[config.mk]
export PLATFORM = sky130hd
export DESIGN_NAME = nand_bank_bridge
export DESIGN_NICKNAME = d
export VERILOG_FILES = /design/src/rtl/nbb_pkg.sv /design/src/rtl/nbb_decode.sv /design/src/rtl/nbb_ctrl_regs.sv /design/src/rtl/nbb_cycle_fsm.sv /design/src/rtl/nand_bank_bridge.sv
export SDC_FILE = /design/constraint.sdc
export NUM_CORES = 1
export LEC_CHECK = 0
export BUFFER_PORTS_ARGS = -buffer_cell sky130_fd_sc_hd__buf_2
export CAP_MARGIN = 25
export CORE_MARGIN = 2
export CORE_UTILIZATION = 46
export CTS_CLUSTER_SIZE = 25
export DETAILED_ROUTE_END_ITERATION = 6
export GPL_ROUTABILITY_DRIVEN = 0
export PLACE_DENSITY = 0.82
export SKIP_LAST_GASP = 1
export SYNTH_ARGS = -nofsm -noshare
export SYNTH_HDL_FRONTEND = slang
export SYNTH_HIERARCHICAL = 1
export SYNTH_SLANG_ARGS = --single-unit
[constraint.sdc]
create_clock -name clk_i -period 4.5 [get_ports clk_i]
set_input_delay 0 -clock clk_i [delete_from_list [all_inputs] [get_ports clk_i]]
set_output_delay 0 -clock clk_i [all_outputs]
set_load 0.01 [all_outputs]
[src/rtl/nbb_pkg.sv]
package nbb_pkg;
  typedef enum logic [1:0] {
    CYC_DATA = 2'd0,
    CYC_CMD  = 2'd1,
    CYC_ADDR = 2'd2
  } cyc_kind_e;

  typedef enum logic [2:0] {
    ST_IDLE  = 3'd0,
    ST_SETUP = 3'd1,
    ST_PULSE = 3'd2,
    ST_HOLD  = 3'd3,
    ST_DONE  = 3'd4
  } cyc_state_e;
endpackage

[src/rtl/nbb_decode.sv]
module nbb_decode
  import nbb_pkg::*;
#(
  parameter int unsigned WIN_AW   = 17,
  parameter int unsigned CMD_OFS  = 'h08000,
  parameter int unsigned ADR_OFS  = 'h10000,
  parameter int unsigned CTRL_OFS = 'h50,
  parameter int unsigned STAT_OFS = 'h54,
  localparam int unsigned ADDR_W  = WIN_AW + 1
) (
  input  logic [ADDR_W-1:0] addr_i,
  output logic              is_reg_o,
  output logic              sel_ctrl_o,
  output logic              sel_stat_o,
  output cyc_kind_e         kind_o
);
  logic [WIN_AW-1:0] ofs;

  assign ofs        = addr_i[WIN_AW-1:0];
  assign is_reg_o   = addr_i[ADDR_W-1];
  assign sel_ctrl_o = (ofs == WIN_AW'(CTRL_OFS));
  assign sel_stat_o = (ofs == WIN_AW'(STAT_OFS));

  // address offset wins over command offset, so both strobes can never be chosen
  always_comb begin
    if (ofs == WIN_AW'(ADR_OFS))      kind_o = CYC_ADDR;
    else if (ofs == WIN_AW'(CMD_OFS)) kind_o = CYC_CMD;
    else                              kind_o = CYC_DATA;
  end
endmodule

[src/rtl/nbb_ctrl_regs.sv]
module nbb_ctrl_regs #(
  parameter int unsigned NUM_BANKS = 4,
  localparam int unsigned CTRL_W   = 2 * NUM_BANKS
) (
  input  logic                 clk_i,
  input  logic                 rst_ni,
  input  logic                 acc_i,
  input  logic                 we_i,
  input  logic                 sel_ctrl_i,
  input  logic                 sel_stat_i,
  input  logic [7:0]           wdata_i,
  input  logic                 rb_i,
  output logic                 ack_o,
  output logic [7:0]           rdata_o,
  output logic [NUM_BANKS-1:0] ce_no
);
  logic [CTRL_W-1:0] ctrl_q;
  logic              ack_q;
  logic [7:0]        rdata_q;
  logic              rb_meta_q, rb_sync_q;
  logic              take;

  assign take = acc_i && !ack_q;

  always_ff @(posedge clk_i or negedge rst_ni) begin
    if (!rst_ni) begin
      rb_meta_q <= 1'b0;
      rb_sync_q <= 1'b0;
    end else begin
      rb_meta_q <= rb_i;
      rb_sync_q <= rb_meta_q;
    end
  end

  always_ff @(posedge clk_i or negedge rst_ni) begin
    if (!rst_ni) begin
      ctrl_q  <= '0;
      ack_q   <= 1'b0;
      rdata_q <= '0;
    end else begin
      ack_q <= take;
      if (take && we_i && sel_ctrl_i) ctrl_q <= wdata_i[CTRL_W-1:0];
      if (take && !we_i) begin
        if (sel_ctrl_i)      rdata_q <= 8'(ctrl_q);
        else if (sel_stat_i) rdata_q <= {7'd0, rb_sync_q};
        else                 rdata_q <= '0;
      end
    end
  end

  for (genvar n = 0; n < NUM_BANKS; n++) begin : g_ce
    assign ce_no[n] = ~(ctrl_q[2*n] & ctrl_q[2*n+1]);
  end

  assign ack_o   = ack_q;
  assign rdata_o = rdata_q;
endmodule

[src/rtl/nbb_cycle_fsm.sv]
module nbb_cycle_fsm
  import nbb_pkg::*;
#(
  parameter int unsigned T_SETUP = 2,
  parameter int unsigned T_PULSE = 3,
  parameter int unsigned T_HOLD  = 2,
  localparam int unsigned T_MAX  = (T_SETUP > T_PULSE) ?
                                   ((T_SETUP > T_HOLD) ? T_SETUP : T_HOLD) :
                                   ((T_PULSE > T_HOLD) ? T_PULSE : T_HOLD),
  localparam int unsigned CNT_W  = $clog2(T_MAX + 1)
) (
  input  logic       clk_i,
  input  logic       rst_ni,
  input  logic       start_i,
  input  logic       write_i,
  input  cyc_kind_e  kind_i,
  input  logic [7:0] wdata_i,
  input  logic [7:0] dq_i,
  output logic       done_o,
  output logic [7:0] rdata_o,
  output logic       cle_o,
  output logic       ale_o,
  output logic       we_no,
  output logic       re_no,
  output logic [7:0] dq_o,
  output logic       dq_oe_o
);
  cyc_state_e       state_q;
  logic [CNT_W-1:0] cnt_q;
  logic             wr_q;
  cyc_kind_e        kind_q;
  logic [7:0]       wdata_q, rdata_q;
  logic             active;

  always_ff @(posedge clk_i or negedge rst_ni) begin
    if (!rst_ni) begin
      state_q <= ST_IDLE;
      cnt_q   <= '0;
      wr_q    <= 1'b0;
      kind_q  <= CYC_DATA;
      wdata_q <= '0;
      rdata_q <= '0;
    end else begin
      unique case (state_q)
        ST_IDLE: if (start_i) begin
          state_q <= ST_SETUP;
          cnt_q   <= CNT_W'(T_SETUP - 1);
          wr_q    <= write_i;
          kind_q  <= write_i ? kind_i : CYC_DATA;
          wdata_q <= wdata_i;
        end
        ST_SETUP: begin
          if (cnt_q == '0) begin
            state_q <= ST_PULSE;
            cnt_q   <= CNT_W'(T_PULSE - 1);
          end else cnt_q <= cnt_q - 1'b1;
        end
        ST_PULSE: begin
          if (cnt_q == '0) begin
            state_q <= ST_HOLD;
            cnt_q   <= CNT_W'(T_HOLD - 1);
            if (!wr_q) rdata_q <= dq_i;
          end else cnt_q <= cnt_q - 1'b1;
        end
        ST_HOLD: begin
          if (cnt_q == '0) state_q <= ST_DONE;
          else             cnt_q   <= cnt_q - 1'b1;
        end
        ST_DONE: state_q <= ST_IDLE;
        default: state_q <= ST_IDLE;
      endcase
    end
  end

  assign active  = (state_q == ST_SETUP) || (state_q == ST_PULSE) || (state_q == ST_HOLD);
  assign cle_o   = active && (kind_q == CYC_CMD);
  assign ale_o   = active && (kind_q == CYC_ADDR);
  assign we_no   = !((state_q == ST_PULSE) && wr_q);
  assign re_no   = !((state_q == ST_PULSE) && !wr_q);
  assign dq_oe_o = active && wr_q;
  assign dq_o    = wdata_q;
  assign done_o  = (state_q == ST_DONE);
  assign rdata_o = rdata_q;
endmodule

[src/rtl/nand_bank_bridge.sv]
module nand_bank_bridge
  import nbb_pkg::*;
#(
  parameter int unsigned NUM_BANKS = 4,
  parameter int unsigned WIN_AW    = 17,
  parameter int unsigned T_SETUP   = 2,
  parameter int unsigned T_PULSE   = 3,
  parameter int unsigned T_HOLD    = 2,
  localparam int unsigned ADDR_W   = WIN_AW + 1
) (
  input  logic                 clk_i,
  input  logic                 rst_ni,
  input  logic                 req_i,
  input  logic                 we_i,
  input  logic [ADDR_W-1:0]    addr_i,
  input  logic [7:0]           wdata_i,
  output logic [7:0]           rdata_o,
  output logic                 ready_o,
  output logic [NUM_BANKS-1:0] nand_ce_no,
  output logic                 nand_cle_o,
  output logic                 nand_ale_o,
  output logic                 nand_we_no,
  output logic                 nand_re_no,
  output logic [7:0]           nand_dq_o,
  output logic                 nand_dq_oe_o,
  input  logic [7:0]           nand_dq_i,
  input  logic                 nand_rb_i
);
  logic       is_reg, sel_ctrl, sel_stat;
  cyc_kind_e  kind;
  logic       reg_ack, cyc_done;
  logic [7:0] reg_rdata, cyc_rdata;

  nbb_decode #(.WIN_AW(WIN_AW)) i_decode (
    .addr_i     (addr_i),
    .is_reg_o   (is_reg),
    .sel_ctrl_o (sel_ctrl),
    .sel_stat_o (sel_stat),
    .kind_o     (kind)
  );

  nbb_ctrl_regs #(.NUM_BANKS(NUM_BANKS)) i_regs (
    .clk_i      (clk_i),
    .rst_ni     (rst_ni),
    .acc_i      (req_i && is_reg),
    .we_i       (we_i),
    .sel_ctrl_i (sel_ctrl),
    .sel_stat_i (sel_stat),
    .wdata_i    (wdata_i),
    .rb_i       (nand_rb_i),
    .ack_o      (reg_ack),
    .rdata_o    (reg_rdata),
    .ce_no      (nand_ce_no)
  );

  nbb_cycle_fsm #(.T_SETUP(T_SETUP), .T_PULSE(T_PULSE), .T_HOLD(T_HOLD)) i_fsm (
    .clk_i   (clk_i),
    .rst_ni  (rst_ni),
    .start_i (req_i && !is_reg),
    .write_i (we_i),
    .kind_i  (kind),
    .wdata_i (wdata_i),
    .dq_i    (nand_dq_i),
    .done_o  (cyc_done),
    .rdata_o (cyc_rdata),
    .cle_o   (nand_cle_o),
    .ale_o   (nand_ale_o),
    .we_no   (nand_we_no),
    .re_no   (nand_re_no),
    .dq_o    (nand_dq_o),
    .dq_oe_o (nand_dq_oe_o)
  );

  assign ready_o = reg_ack | cyc_done;
  assign rdata_o = reg_ack ? reg_rdata : cyc_rdata;
endmodule

==> summary by stage <==
CTS
The clock latency reported for the late side of the worst-skew pair is 0.29 ns. The post-cts sizing count is 0. TritonCTS built the clock tree.

The post-CTS setup repair buffer count is 0. No sink is reached through more buffers than the 2 on the longest clock path. The TritonCTS buffer count is 5.

Clock tree synthesis found a total of 43 sinks. CTS built an H-tree with a depth of 2. Clock-pin slew was measured on the worst setup and hold paths at 0.08 ns. Buffers inserted to repair hold after CTS numbered 18.

The clock root buffer is sky130_fd_sc_hd__clkbuf_8.

Timing
Setup repair after global routing left no endpoint under its margin. The final hold violation count is 0. The transition time at the pin with the least slew margin is 0.984 ns.

The shortest period the worst path allows is 2.06 ns. The upper clock frequency limit is 485 MHz. The total count of max-transition violations in the final report came to 0.

The worst slew slack as a fraction of its limit is 0.339. Dividing the final minimum period by the clock period gives 0.459. The clock skew is 0.00600 ns. The total of endpoints with negative setup slack in the final report is 0.

Adding up every negative setup slack in the final design gives 0 ns.

Floorplanning
For this design the top-level I/O count stands at 65. The die covers 5270 sq um. The initial utilization of the core area, before any placement, comes to 0.487. The y dimension of the die is 72.6 microns. The floorplan has 24 rows.

The floorplan step defined a core boundary enclosing 4440 sq um. The die width is 72.6 microns.

Final layout
0 antenna diodes ended up in the layout. In the final layout, the share of cells above drive strength 1 is 0.461. The area growth from synthesis to layout is 29.6%.

The final instance area is 2800 sq um. The count of nets after finishing is 299.

Flow run
Max-cap violations in this run came to 0.

Place
The total half-perimeter wirelength after legalization and detailed placement is 3.18 mm. In this run the tool buffered the top-level ports with 64 buffer cells. Summing all placed instances gives a cell area of 2480 sq um.

Setup path
The source of the critical timing path is i_fsm/state_q[2]. In this run the worst path has a maximum fanout of 12. The worst flop-to-flop path startpoint is i_fsm/state_q[2]. In this run the critical register-to-register path is captured at i_fsm/rdata_o[3]. The end point of the critical path is i_fsm/rdata_o[3]. Measured in cells, the most critical reg-to-reg path has a length of 3. The type of element launching the critical path is a flip-flop. At the worst endpoint, the arrival time is 2.24 ns.

The required time at the worst-slack endpoint is 4.68 ns. For flop-to-flop paths, the worst setup slack is 2.44 ns. The critical path is of the flip-flop to flip-flop type. The worst setup path is captured at a flip-flop.

Detailed routing
After detailed routing, the average wire length per cell comes to 14.0 microns. The detail-routed via count per cell is 5.05. The count of unresolved DRC violations after routing is 0. In this run, the number of DRC markers left after iteration 0 of detailed routing was 40. The detailed-router iteration count before antenna repair is 4. The final routed wirelength across all metal layers is 4.35 mm. The number of nets with antenna violations after detailed routing is 0. Across all layers, the routed design uses 1566 vias.

Pwr
Across the VDD grid, the largest voltage drop is 333 uV. The total power per unit cell area is 494 nW/um^2. The static leakage is 0.00134 uW.

Synthesis
In this run, synthesis inferred 0 flip-flops with an integrated enable. Counting instances in the post-synthesis netlist gives the leading cell types as sky130_fd_sc_hd__dfrtp_1 (43), sky130_fd_sc_hd__nand2_1 (23), sky130_fd_sc_hd__mux2_2 (19), sky130_fd_sc_hd__mux2_4 (16). The number of warning messages in the yosys log is 6. Synthesis handed over a netlist of 176 instances. The post-synth net total is 218. The async set or reset register ratio after synthesis is 1.00.

After synthesis, the mean cell area works out to 12.3 sq um. The share of the synthesized area in the top cell type is 0.497. By instance count, the leading cell after synthesis is sky130_fd_sc_hd__dfrtp_1. The post-synthesis cell area is 2160 sq um.

The share of the Yosys chip area taken by registers is 0.497. Counting flops and latches in the post-synthesis netlist gives 43. After synthesis, the cell types taking the most area are sky130_fd_sc_hd__dfrtp_1 (50%), sky130_fd_sc_hd__mux2_4 (11%), sky130_fd_sc_hd__mux2_2 (9.9%), sky130_fd_sc_hd__nand2_1 (4.0%), sky130_fd_sc_hd__nor4_4 (2.9%). The number of different library cells used by synthesis comes to 40. The largest area contributor in the netlist is sky130_fd_sc_hd__dfrtp_1. For this run, the leading register cell type out of synthesis is sky130_fd_sc_hd__dfrtp_1.

Global routing
The overall global routing resource usage is 0.174. The initial antenna violation count is 0. The via count of the first global-routing pass is 1541. The remaining global-route overflow is 0.

Entering global routing, the biggest net connects 44 pins. The wire length of the first global-routing pass is 6.96 mm.

Min path
In this run the worst hold path is classified as input port to flip-flop.

Outcome
The run finished with clean final reports.
## state kept, by name (all words and copies together) (netlist names), 2 cells and up
name            flops
i_fsm/cnt_q         2
i_fsm/dq_o          8
i_fsm/kind_q        2
i_fsm/rdata_o       8
i_fsm/state_q       3
i_regs/ctrl_q       8
i_regs/rdata_o      8
## per-stage QoR
step,worst slack [ns],utilization,hold WS (ns),total power (uW),instances
after floorplan,2.81,-,-0.296,915,176
after global placement,2.30,0.559,0.120,1050,283
after CTS,2.44,0.626,0.0170,1400,309
after global routing,2.33,0.631,0.0340,1480,310
after detailed placement,2.23,0.559,0.120,1070,283
final,2.44,0.631,0.0219,1380,310
## metal layers
layer	vias to the layer above	global-route usage	wire length [microns]
met5	-	0	0
met4	0	0.0679	99
met3	9	0.0373	128
met2	34	0.304	2200
li1	778	-	-
met1	745	0.209	1920
## worst min path at each step
stage / start / endpoint / slack [ns] / cells past startpoint
floorplan: rst_ni / i_fsm/cnt_q[0] / -0.30 / 0
global placement: nand_rb_i / i_regs/rb_meta_q / 0.12 / 1
detailed placement: nand_rb_i / i_regs/rb_meta_q / 0.12 / 1
CTS: we_i / i_fsm/kind_q[1] / 0.02 / 3
global route: we_i / i_fsm/wr_q / 0.03 / 2
finish: we_i / i_fsm/wr_q / 0.02 / 2
## placed cells by master, fill, tap and decap left out, types with 2 or more instances in the layout
cell,Yosys,routed
sky130_fd_sc_hd__a21oi_1,2,2
sky130_fd_sc_hd__and3b_1,2,2
sky130_fd_sc_hd__buf_2,3,64
sky130_fd_sc_hd__clkbuf_8,0,6
sky130_fd_sc_hd__dfrtp_1,43,43
sky130_fd_sc_hd__dlygate4sd3_1,0,18
sky130_fd_sc_hd__ha_1,3,3
sky130_fd_sc_hd__inv_1,6,6
sky130_fd_sc_hd__mux2_2,19,19
sky130_fd_sc_hd__mux2_4,16,16
sky130_fd_sc_hd__nand2_1,23,23
sky130_fd_sc_hd__nand2b_1,2,2
sky130_fd_sc_hd__nand3_1,3,3
sky130_fd_sc_hd__nor2_1,6,6
sky130_fd_sc_hd__nor3_1,4,4
sky130_fd_sc_hd__nor4_1,4,4
sky130_fd_sc_hd__nor4_4,3,3
sky130_fd_sc_hd__o21ai_0,3,3
sky130_fd_sc_hd__o21ai_1,6,6
sky130_fd_sc_hd__o21ai_2,2,2
## final cells by class
type	count	area, sq um
Inverter	6	22.5
Sequential cell	43	1080
Fill cell	359	1640
Timing Repair Buffer	84	528
Tap cell	52	65.1
Clock inverter	2	35.0
Multi-Input combinational cell	117	993
Clock buffer	6	82.6
## power breakdown
part | leakage, uW | switching, uW | internal [uW]
logic | 0.000727 | 206 | 289
clock network | 0.0000612 | 128 | 180
registers | 0.000551 | 92.4 | 489
## cell families after synthesis
kind of cell / count (synthesis) / synth area share
flip-flops: 43 / 0.497
AND/OR/NAND/NOR: 61 / 0.180
adder cells (fa/ha/maj): 3 / 0.0174
XOR/XNOR: 1 / 0.00405
AO/OA/AOI/OAI: 17 / 0.0480
buffers and inverters: 16 / 0.0434
multiplexers: 35 / 0.210
## worst max-delay path: stages (launching register included)
cell                       delay, ns
sky130_fd_sc_hd__dfrtp_1        0.52
sky130_fd_sc_hd__nand2b_1       0.25
sky130_fd_sc_hd__or4b_1         0.78
sky130_fd_sc_hd__mux2_4         0.40
(Power assumes the default switching activity.)
